**src/rtl/bus_watch_trace.sv**
```systemverilog
module bus_watch_trace #(
  parameter int AW    = 16,
  parameter int DEPTH = 8
) (
  input  logic          clk,
  input  logic          rst_n,
  input  logic          reg_wr,
  input  logic          reg_rd,
  input  logic [2:0]    reg_addr,
  input  logic [AW-1:0] reg_wdata,
  output logic [AW-1:0] reg_rdata,
  input  logic          bus_valid,
  input  logic [AW-1:0] bus_addr,
  input  logic          bus_rd,
  input  logic          exec_valid,
  input  logic [AW-1:0] exec_addr
);
  localparam int PW = (DEPTH > 1) ? $clog2(DEPTH) : 1;
  localparam int CW = $clog2(DEPTH + 1);

  logic          arm, done, pend, seq_a, trg_q;
  logic [3:0]    rwq;
  logic [7:0]    trig;
  logic [AW-1:0] cmpa, cmpb, pend_addr;
  logic [AW-1:0] mem [DEPTH];
  logic [PW-1:0] wp, rp;
  logic [CW-1:0] cnt, cnt_nxt;
  logic          cond;

  wire wr_ctrl = reg_wr && reg_addr == 3'd0;
  wire wr_trig = reg_wr && reg_addr == 3'd1;
  wire tag     = trig[7];
  wire [3:0] ttype = trig[3:0];
  wire begin_mode = trig[6] || ttype == 4'd3;

  wire hit_a = bus_valid && bus_addr == cmpa && (!rwq[0] || bus_rd == rwq[1]);
  wire hit_b = bus_valid && bus_addr == cmpb && (!rwq[2] || bus_rd == rwq[3]);

  always_comb begin
    case (ttype)
      4'd1:    cond = hit_a || hit_b;
      4'd2:    cond = seq_a && hit_b;
      4'd4:    cond = hit_a && !hit_b;
      default: cond = hit_a;
    endcase
  end

  wire tag_hit = pend && exec_valid && exec_addr == pend_addr;
  wire fire    = arm && !trg_q && (tag ? tag_hit : cond);
  wire push    = arm && bus_valid && (!begin_mode || trg_q || fire);
  wire pop     = reg_rd && reg_addr == 3'd4 && cnt != '0;
  wire full    = cnt == CW'(DEPTH);

  always_comb begin
    cnt_nxt = cnt;
    if (push && !pop && !full)  cnt_nxt = cnt + 1'b1;
    else if (pop && !push)      cnt_nxt = cnt - 1'b1;
  end

  wire finish = arm && (begin_mode ? (push && cnt_nxt == CW'(DEPTH)) : fire);

  function automatic logic [PW-1:0] nxt(input logic [PW-1:0] p);
    return (p == PW'(DEPTH - 1)) ? '0 : p + 1'b1;
  endfunction

  always_ff @(posedge clk)
    if (push) mem[wp] <= bus_addr;

  always_ff @(posedge clk or negedge rst_n) begin
    if (!rst_n) begin
      arm <= 1'b0; done <= 1'b0; rwq <= '0; trig <= '0;
      cmpa <= '0; cmpb <= '0; wp <= '0; rp <= '0; cnt <= '0;
      pend <= 1'b0; pend_addr <= '0; seq_a <= 1'b0; trg_q <= 1'b0;
    end else begin
      if (push) wp <= nxt(wp);
      if (pop || (push && full)) rp <= nxt(rp);
      cnt <= cnt_nxt;
      if (fire) trg_q <= 1'b1;
      if (finish) begin
        arm  <= 1'b0;
        done <= 1'b1;
      end
      if (arm && tag) begin
        if (exec_valid && pend) pend <= 1'b0;
        if (cond) begin
          pend      <= 1'b1;
          pend_addr <= bus_addr;
        end
      end
      if (arm && ttype == 4'd2 && hit_a) seq_a <= 1'b1;
      if (wr_trig && !arm) trig <= {reg_wdata[7:6], 2'b00, reg_wdata[3:0]};
      if (reg_wr && reg_addr == 3'd2) cmpa <= reg_wdata;
      if (reg_wr && reg_addr == 3'd3) cmpb <= reg_wdata;
      if (wr_ctrl) begin
        rwq <= reg_wdata[5:2];
        if (reg_wdata[0] && !arm) begin
          arm <= 1'b1; done <= 1'b0; cnt <= '0; wp <= '0; rp <= '0;
          pend <= 1'b0; seq_a <= 1'b0; trg_q <= 1'b0;
        end else if (!reg_wdata[0]) begin
          arm <= 1'b0;
        end
      end
    end
  end

  always_comb begin
    case (reg_addr)
      3'd0:    reg_rdata = AW'({rwq, done, arm});
      3'd1:    reg_rdata = AW'(trig);
      3'd2:    reg_rdata = cmpa;
      3'd3:    reg_rdata = cmpb;
      3'd4:    reg_rdata = (cnt != '0) ? mem[rp] : '0;
      3'd5:    reg_rdata = AW'(cnt);
      default: reg_rdata = '0;
    endcase
  end
endmodule

```
**config.mk**
```make
export PLATFORM = sky130hd
export DESIGN_NAME = bus_watch_trace
export DESIGN_NICKNAME = d
export VERILOG_FILES = /design/src/rtl/bus_watch_trace.sv
export SDC_FILE = /design/constraint.sdc
export NUM_CORES = 1
export LEC_CHECK = 0
export ABC_CLOCK_PERIOD_IN_PS = 5850
export BUFFER_PORTS_ARGS = -buffer_cell sky130_fd_sc_hd__buf_4
export CORE_ASPECT_RATIO = 1.1
export CORE_MARGIN = 3
export CORE_UTILIZATION = 45
export CTS_CLUSTER_SIZE = 30
export DETAILED_ROUTE_END_ITERATION = 10
export PLACE_DENSITY = 0.67
export SETUP_SLACK_MARGIN = 0.3
export SKIP_CTS_REPAIR_TIMING = 1
export SYNTH_ARGS = -nofsm -noshare
export SYNTH_HDL_FRONTEND = slang
export SYNTH_SLANG_ARGS = --single-unit
export TNS_END_PERCENT = 20
```
**constraint.sdc**
```tcl
create_clock -name clk -period 5.85 [get_ports clk]
set_input_delay 0.2925 -clock clk [delete_from_list [all_inputs] [get_ports clk]]
set_output_delay 0.2925 -clock clk [all_outputs]
set_load 0.01 [all_outputs]
```
Word level (Yosys, flattened, before mapping). Memories as Yosys holds them, arrays and structs flattened. Index checks and enable logic that the tools add are counted.

Flip-flop bits (word level): 73. Memory bits (writable): 128. Input bits: 58. Output and inout bits: 16. Logic and storage cells: 121. Memories: 1.

Memory list: mem (depth 8, bits a word 16, read ports 1, clocked after memory_dff 0, write ports 1, line 25) `logic [AW-1:0] mem [DEPTH];`.

Add/subtract/negate cells: 4. Equal/unequal tests: 18. Muxes and demuxes: 37. Reduce and logical (&&, ||, !) cells: 48.

Operator list (count): $pmux W16 S6 (1); $eq A16 B16 Y1 (3); $logic_and A1 B1 Y1 (29); $mux W3 (8); $mux W1 (22); $mux W16 (1); $mux W4 (4); $eq A3 B3 Y1 const B (4); $logic_not A1 Y1 (9); $eq A4 B2 Y1 const B (2); $eq A4 B4 Y1 const B (2); $logic_or A1 B1 Y1 (7); $add A3 B1 Y3 const B (2); $eq A3 B2 Y1 const B (2); $add A4 B1 Y4 const B (1); $eq A4 B1 Y1 const B (1); $eq A4 B3 Y1 const B (1); $reduce_bool A4 Y1 (1); $sub A4 B1 Y4 const B (1); $eq A3 B1 Y1 const B (1); $logic_not A3 Y1 (1); $pmux W1 S3 (1); $eq A1 B1 Y1 (2); $reduce_and A2 Y1 (1).

Depth between registers and ports, before layout. Gate-level depths: netlist of the first run.

Word-level depth: 22. Mapped depth: 11. Mapped depth without buffers: 10.

Worst setup path after synthesis of the first run. No wires, ideal clock.

Kind: register to register. Start point: reg cmpb[8]. End point: mem mem[4][0], enable pin. Data arrival time: 4.048 ns. Required time: 5.414 ns. Path slack: 1.366 ns. Cell stages (with the launch flop): 10. Period minus slack after synthesis: 4.484 ns. Cell sequence: dfrtp_1 > xor2_1 > or3_1 > or3_1 > o2bb2a_4 > a2bb2o_4 > a211o_1 > buf_6 > buf_6 > nor4b_1.

Word-level cells in the longest chain between the ends: 12. Elaborated cells on any way between the ends: 14. Those cells by class: eq/ne (1); mux (4); reduce/logical (9).

RTL lines: start: declaration (line 24) `logic [AW-1:0] cmpa, cmpb, pend_addr;`; start signal: assignment (line 93) `if (reg_wr && reg_addr == 3'd3) cmpb <= reg_wdata;`; $eq A16 B16 Y1 * (line 37) `wire hit_b = bus_valid && bus_addr == cmpb && (!rwq[2] || bus_rd == rwq[3]);`; $logic_and A1 B1 Y1 * (2 in a row) (line 37); $logic_not A1 Y1 (line 43) `4'd4: cond = hit_a && !hit_b;`; $logic_and A1 B1 Y1 (line 43); $pmux W1 S3 * (line 40) `case (ttype)`; $mux W1 * (line 49) `wire fire = arm && !trg_q && (tag ? tag_hit : cond);`; $logic_and A1 B1 Y1 * (line 49); $logic_or A1 B1 Y1 * (line 50) `wire push = arm && bus_valid && (!begin_mode || trg_q || fire);`; $logic_and A1 B1 Y1 * (line 50); $mux W1 * (line 67) `if (push) mem[wp] <= bus_addr;`; $mux W1 (implied by the code) * (line 67); end: declaration (line 25).

Mark *: on every way between the ends. The rest lies on a longest branch, timed or not.

Worst setup path after layout of the first run.
Start point: reg cmpb[8]. End point: mem mem[5][9], enable pin.

Same word-level chain as after synthesis.

==> summary.md, run 1 <==
| Metric | Value |
|---|---|
| Outcome | `complete, but fails checks` |
| Failing checks | `negative hold slack` |
| Mean Syn Cell Area | `15.4 um^2` |
| Syn-to-layout area delta | `16.2%` |
| Wire per inst | `23.5 um` |
| DRC viols | `0` |
| Arrival time worst endpoint | `4.20 ns` |
| PortBufs | `73` |
| Gr busiest metal | `met2` |
| Hold Vio Cnt, Final | `39` |
| Setup crit end kind | `register` |
| Final Skew | `0.0112 ns` |
| CTS root buf | `clkbuf_16` |
| Post-synth top cells | `edfxtp_1 (128), dfrtp_1 (73), mux2_2 (62), mux2i_1 (38), mux4_2 (34)` |
| Final WL | `22.0 mm` |
| Final worst-path cycle share | `70.0%` |
| H-tree depth | `1` |
| Slew @ Worst Pin | `roughly 1.2 ns` |
| Post-synth ARST share | `36.3%` |
| Initial antenna violation count | `0` |
| Cell-internal power | `2950 uW` |
| Hold slack | `-0.0706 ns` |
| Clk slew on worst S/H paths | `0.07 ns` |
| Core area | `0.0200 mm^2` |
| TritonCTS clock tree | `done` |
| Net Switching | `between 1000 and 1500 uW` |
| Num Clock Sinks | `between 200 and 250` |
| Grt met3 use | `2.45%` |
| Post-DP HPWL | `about 15 mm` |
| # setup viols final | `0` |
| Leakage Power | `0.00412 uW` |
| Nets | `roughly 740` |
| Via density | `5.89` |
| FMAX | `244 MHz` |
| Worst-case clock buffer depth | `3` |
| Syn Inst Count | `600` |
| Clock power share | `28.6%` |
| Synthesized Nets | `665` |
| Unrepaired setup endpoints after global routing | `no` |
| Drt initial violations | `a little under 400` |
| Row count | `54` |
| CP required | `5.95 ns` |
| Post-Route Setup TNS | `0 ns` |
| Pin count of the biggest net entering global routing | `74` |
| Unique masters post-synth | `57` |
| P per Cell Area | `397 mW/mm^2` |
| Area contributors post-synth | `edfxtp_1 (42%), dfrtp_1 (20%), mux4_2 (8.3%)` |
| Switch share | `30.7%` |
| Cell Area, Synth | `0.00923 mm^2` |
| Die area | `~0.022 mm^2` |
| Layout cells sized above 1 | `32.0%` |
| Seq/Total Area, Yosys | `61.4%` |
| Setup CP Type | `reg -> reg` |
| Final ANT Viol Nets | `0` |
| Grt ovf | `0` |
| Top_reg_cell synth | `edfxtp_1` |
| Placer Congestion | `0.903` |
| Num CTS Buffers | `20` |
| Most instantiated library cell after synthesis | `edfxtp_1` |
| Post-synth top area share | `a little over two fifths` |
| Startpoint types | `register` |
| Die Span Y | `around 160 um` |
| Drt pass-1 iters | `5` |
| Area leader, netlist | `edfxtp_1` |
| Seq cells post-synth | `201` |
| GRT Total Usage | `20.0%` |
| Max FO, Critical Path | `18` |
| Top Ports | `74` |
| GR Util met1 | `~27%` |
| Max Cap Viol | `0` |
| Initial core utilization | `46.2%` |
| DR vias | `5,541` |
| Fill count | `1,619` |
| Vias in the first global route | `5,869` |
| Combinational Power Share | `27.2%` |
| Die Span X | `143 um` |
| Post-synth EDFFs | `128` |
| Slew HR | `20.5%` |
| Final Max Slew Viols | `0` |
| Sequential share of power | `44.2%` |
| Ant. Diodes | `0` |
| Max VDD drop | `around 260 uV` |
| Wire length of the first global-routing pass | `34.0 mm` |
| Time the worst path needs with I/O delays and setup | `4.10 ns` |
| Worst skew pair latency | `0.48 ns` |
| Met2 usage | `about 34%` |
| Hold Crit Class | `in -> async` |
| Yosys warnings | `0` |
## worst paths after layout
path,from,to,depth (start not counted),slack (ns)
max,cmpb[8]$_DFFE_PN0P_,mem[5][9]$_DFFE_PP_,8,1.75
min,rst_n,rp[2]$_DFF_PN0_,1,-0.07
max in group asynchronous,rst_n,pend_addr[13]$_DFFE_PN0P_,1,5.25
max reg2reg,cmpb[8]$_DFFE_PN0P_,mem[5][9]$_DFFE_PP_,8,1.75
min reg2reg,done$_DFF_PN0_,done$_DFF_PN0_,1,0.51
min in group clk,reg_wdata[12],cmpb[12]$_DFFE_PN0P_,2,0.05
## registers in the layout, summed over array words and instances (netlist names), 3 cells and up
| signal | count |
|---|---|
| pend_addr | 16 |
| cmpa | 16 |
| cnt | 4 |
| rp | 3 |
| mem | 128 |
| rwq | 4 |
| trig | 6 |
| wp | 3 |
| cmpb | 16 |
## power by group through the flow
stage          registers (uW)  clock network [uW]  logic [uW]
3_3_place_gp             1890                   0        1140
2_1_floorplan            1830                   0         841
4_1_cts                  1880                1240        1170
3_5_place_dp             1910                   0        1170
5_1_grt                  1900                1300        1260
6_report                 1880                1220        1160
## cell type report
cell class	count	area, um^2	share of cell area, %
clock buffer	25	541	5.04
timing repair buffer	81	608	5.67
clock inverter	9	76.3	0.712
inverter	10	37.5	0.350
tap	252	315	2.94
sequential	201	5670	52.9
multi-input combinational	362	3470	32.4
## metrics by stage
stage	utilization, %	total power [uW]	instances	setup slack [ns]	instance area, um^2
6_report	53.6	4260	940	1.75	10700
5_1_grt	53.6	4460	940	1.63	10700
4_1_cts	53.6	4290	940	1.74	10700
3_5_place_dp	50.5	3070	906	1.71	10100
3_3_place_gp	50.5	3040	906	1.80	10100
2_1_floorplan	-	2670	600	1.37	9230
## per-layer routing
layer	vias up	routed length, um
li1	2464	-
met1	2839	9080
met2	197	11100
met3	41	1200
met4	0	618
met5	-	0
## cell families (layout without fill, tap and decap cells)
family	after synthesis	count (layout)	share of synthesized area, %
flip-flops	201	201	61.4
AO/OA/AOI/OAI	57	57	4.30
XOR/XNOR	53	53	5.03
AND/OR/NAND/NOR	111	111	6.62
multiplexers	134	134	20.0
adder cells (fa/ha/maj)	7	7	0.949
buffers and inverters	37	125	1.69
## cell usage in the layout, fill, tap and decap left out, types with 5 or more instances in the layout
cell       instances
nor4_1            11
o22ai_1           14
clkbuf_16         21
xor2_1            32
edfxtp_1         128
a21oi_1            7
mux2i_1           38
nand4_1            7
nor2_1            13
nand3_1            5
xnor2_1           21
nor3_1             7
ha_1               7
nand2b_1           5
nand2_1           29
o21ai_0           13
inv_1              9
mux4_2            34
mux2_2            62
buf_4             81
dfrtp_1           72
## worst max-delay path, cell delays in order (launching register included)
cell and delay (ns):
dfrtp_1 0.41, xor2_1 0.19, or3_1 0.42, or3_1 0.39, o2bb2a_4 0.24, a2bb2o_4 0.21, a211o_1 0.56, or2_1 0.44
nor3b_4 0.85
No activity file was read; power rests on OpenSTA's default activity.
==> inputs of run 2 (changes only) <==
Settings changed: ABC_CLOCK_PERIOD_IN_PS 5850 to 3700, PLACE_DENSITY 0.67 to 0.69.
Clock period 5.85 ns to 3.7 ns, I/O delays scaled along.
==> run 2 against run 1 <==
  * The flow still finishes with violations (negative hold slack)
  * Sequential power up 60%
  * Clock power up 66%
  * Sequential cell count unchanged
  * Power up 62%
  * Design area up 3.7%
  * Critical path type unchanged
  * Largest power group unchanged
==> summary.md, run 2 (synthesis results as in run 1) <==
| Metric | Value |
|---|---|
| Max FO, Critical Path | `16 (-2)` |
| Max Cap Viol | `0 (unchanged)` |
| Failing checks | `negative hold slack` |
| CP required | `3.88 ns (-2.07 ns)` |
| Layout cells sized above 1 | `32.0% (+0.073 points)` |
| Post-Route Setup TNS | `0 ns (unchanged)` |
| Post-DP HPWL | `15.3 mm (+0.45%)` |
| DR vias | `5,662 (+2.2%)` |
| Num Clock Sinks | `201 (unchanged)` |
| Setup crit end kind | `register` |
| Multi-input gate area | `0.00347 mm^2 (about the same)` |
| FF/Latch Area | `0.00567 mm^2 (unchanged)` |
| Launch point of the worst hold path | `bus_addr[1]` |
| Die Span X | `143 um (unchanged)` |
| Slew HR | `37.8% (+17 points)` |
| PortBufs | `73 (unchanged)` |
| Most frequent cells in the layout | `edfxtp_1 (128), buf_4 (91), dfrtp_1 (72)` |
| TritonCTS clock tree | `done` |
| CP max-delay cell | `or3_1` |
| Num CTS Buffers | `20 (unchanged)` |
| # setup viols final | `0 (unchanged)` |
| Final ANT Viol Nets | `0 (unchanged)` |
| Die area | `0.0223 mm^2 (unchanged)` |
| Worst-case reg-to-reg path depth | `9 (+1)` |
| Time the worst path needs with I/O delays and setup | `3.19 ns (-0.906 ns)` |
| DRC viols | `0 (unchanged)` |
| Hold path depth | `1` |
| Pin count of the biggest net entering global routing | `74 (unchanged)` |
| Final Skew | `0.0150 ns (+0.00381 ns)` |
| CP most frequent cell | `or3_1` |
| Final Max Slew Viols | `0 (unchanged)` |
| Max VDD drop | `406 uV (+57%)` |
| FMAX | `313 MHz (+28%)` |
| Sequential share of power | `43.7% (-0.5 points)` |
| Design Power | `6890 uW (+62%)` |
| Final worst-path cycle share | `86.2% (+16 points)` |
| Syn-to-layout area delta | `20.5%` |
| Register with the most flip-flops | `mem` |
| Worst path max stage delay | `0.41 ns (-0.44 ns)` |
| Max reg flops | `128 (unchanged)` |
| Initial antenna violation count | `0 (unchanged)` |
| Wire length of the first global-routing pass | `33.5 mm (-1.5%)` |
| Reg-to-reg startpoint | `cmpb[8]$_DFFE_PN0P_` |
| GRT Total Usage | `19.6% (-0.48 points)` |
| Vias in the first global route | `5,789 (-1.4%)` |
| Hold slack | `-0.000830 ns (+0.0698 ns)` |
| Fill count | `1,590 (-1.8%)` |
| Startpoint types | `register` |
| Slew @ Worst Pin | `0.933 ns (-0.253 ns)` |
| Worst-case clock buffer depth | `3 (unchanged)` |
| Commonest non-fill, non-tap cell in the layout | `edfxtp_1` |
| Drt pass-1 iters | `7 (+2)` |
| Grt ovf | `0 (unchanged)` |
| Clock power share | `29.4% (+0.8 points)` |
| Ant. Diodes | `0 (unchanged)` |
| Setup slack, reg-to-reg | `0.51 ns (-1.24 ns)` |
| H-tree depth | `1 (unchanged)` |
| Setup CP Type | `reg -> reg` |
| Die Span Y | `156 um (unchanged)` |
| Placer Congestion | `0.976 (+8.1%)` |
| Hold Crit Class | `in -> reg` |
| Nets | `778 (+5.0%)` |
| Buf/Inv on CP | `1 (+1)` |
| CP Cell Sequence | `xor2_1 > or3_1 > or3_1 > o2bb2a_4 > a2bb2o_4 > a211o_1 > or2_1 > nor3b_2 > buf_4` |
| CTS root buf | `clkbuf_16` |
| Worst min-delay path endpoint | `mem[0][1]$_DFFE_PP_` |
| Outcome | `complete, but fails checks` |
| Initial core utilization | `46.2% (unchanged)` |
| Via density | `5.78 (-1.9%)` |
| Kind of cell adding the most delay to the critical path | `simple AND/OR/NAND/NOR gates` |
| Net Switching | `2090 uW (+59%)` |
| Wire per inst | `22.0 um (-6.2%)` |
| Post-layout util | `55.6% (+2.0 points)` |
| P per Cell Area | `620 mW/mm^2 (+56%)` |
| Cell-internal power | `4810 uW (+63%)` |
| Combinational Power Share | `27.0% (-0.2 points)` |
| Arrival time worst endpoint | `3.37 ns (-0.83 ns)` |
| Switch share | `30.3% (-0.45 points)` |
| Unrepaired setup endpoints after global routing | `no` |
| Clk slew on worst S/H paths | `0.06 ns (about the same)` |
| Worst skew pair latency | `0.50 ns (+0.02 ns)` |
| Drt initial violations | `454 (+17%)` |
| Core area | `0.0200 mm^2 (unchanged)` |
| Final WL | `21.5 mm (-2.3%)` |
| Reg2reg end | `mem[5][13]$_DFFE_PP_` |
| Leakage Power | `0.00430 uW (+4.5%)` |
| Row count | `54 (unchanged)` |
| Hold Vio Cnt, Final | `1 (-97%)` |
| Top Ports | `74 (unchanged)` |
[run 2: cell count changes in the layout (fill, tap and decap cells not counted), moves of 2 or more]
cell           before  now
buf_4              81   91
clkbuf_4            0    3
clkinv_2            2    0
dlygate4sd3_1       0   26
nor3_2              0    2
nor3_4              2    0
nor3b_2             1    3
nor3b_4             2    0
nor4b_2             2    0
nor4b_4             0    2
[run 2: power by group through the flow]
stage	logic, uW	registers (uW)	clock network, uW
finish	1860	3010	2020
global route	2020	3050	2150
CTS	1850	3010	2050
detailed placement	1840	3050	0
global placement	1810	3030	0
floorplan	1340	2900	0
[run 2: worst max-delay path by stage]
stage	to	startpoint	depth (start not counted)
2_1_floorplan	mem[0][0]$_DFFE_PP_	cmpb[8]$_DFFE_PN0P_	9
3_3_place_gp	mem[5][15]$_DFFE_PP_	cmpb[9]$_DFFE_PN0P_	9
3_5_place_dp	mem[4][14]$_DFFE_PP_	cmpb[8]$_DFFE_PN0P_	9
4_1_cts	mem[4][12]$_DFFE_PP_	cmpb[8]$_DFFE_PN0P_	9
5_1_grt	mem[3][12]$_DFFE_PP_	bus_addr[15]	11
6_report	mem[5][13]$_DFFE_PP_	cmpb[8]$_DFFE_PN0P_	9
[run 2: final cells by class]
type	instances	share of cell area (%)
timing repair buffer	118	8.66
clock buffer	28	4.96
sequential	201	51.0
multi-input combinational	362	31.2
tap	252	2.84
clock inverter	8	0.968
inverter	10	0.338
[run 2: per-layer routing]
| metal | up-vias | track usage, % | routed length [um] |
|---|---|---|---|
| met5 | - | 0 | 0 |
| met4 | 0 | 5.79 | 535 |
| met3 | 33 | 2.54 | 1100 |
| met2 | 190 | 33.9 | 11200 |
| met1 | 2894 | 25.9 | 8700 |
| li1 | 2545 | - | - |
[run 2: through the flow]
step / instances / area, um^2 / worst slack [ns] / hold slack [ns]
global route: 979 / 11100 / 0.380 / 0.00400
floorplan: 600 / 9290 / 0.109 / -0.111
CTS: 953 / 10900 / 0.514 / -0.142
finish: 979 / 11100 / 0.510 / -0.000830
detailed placement: 917 / 10200 / 0.525 / 0.380
global placement: 917 / 10200 / 0.537 / 0.368
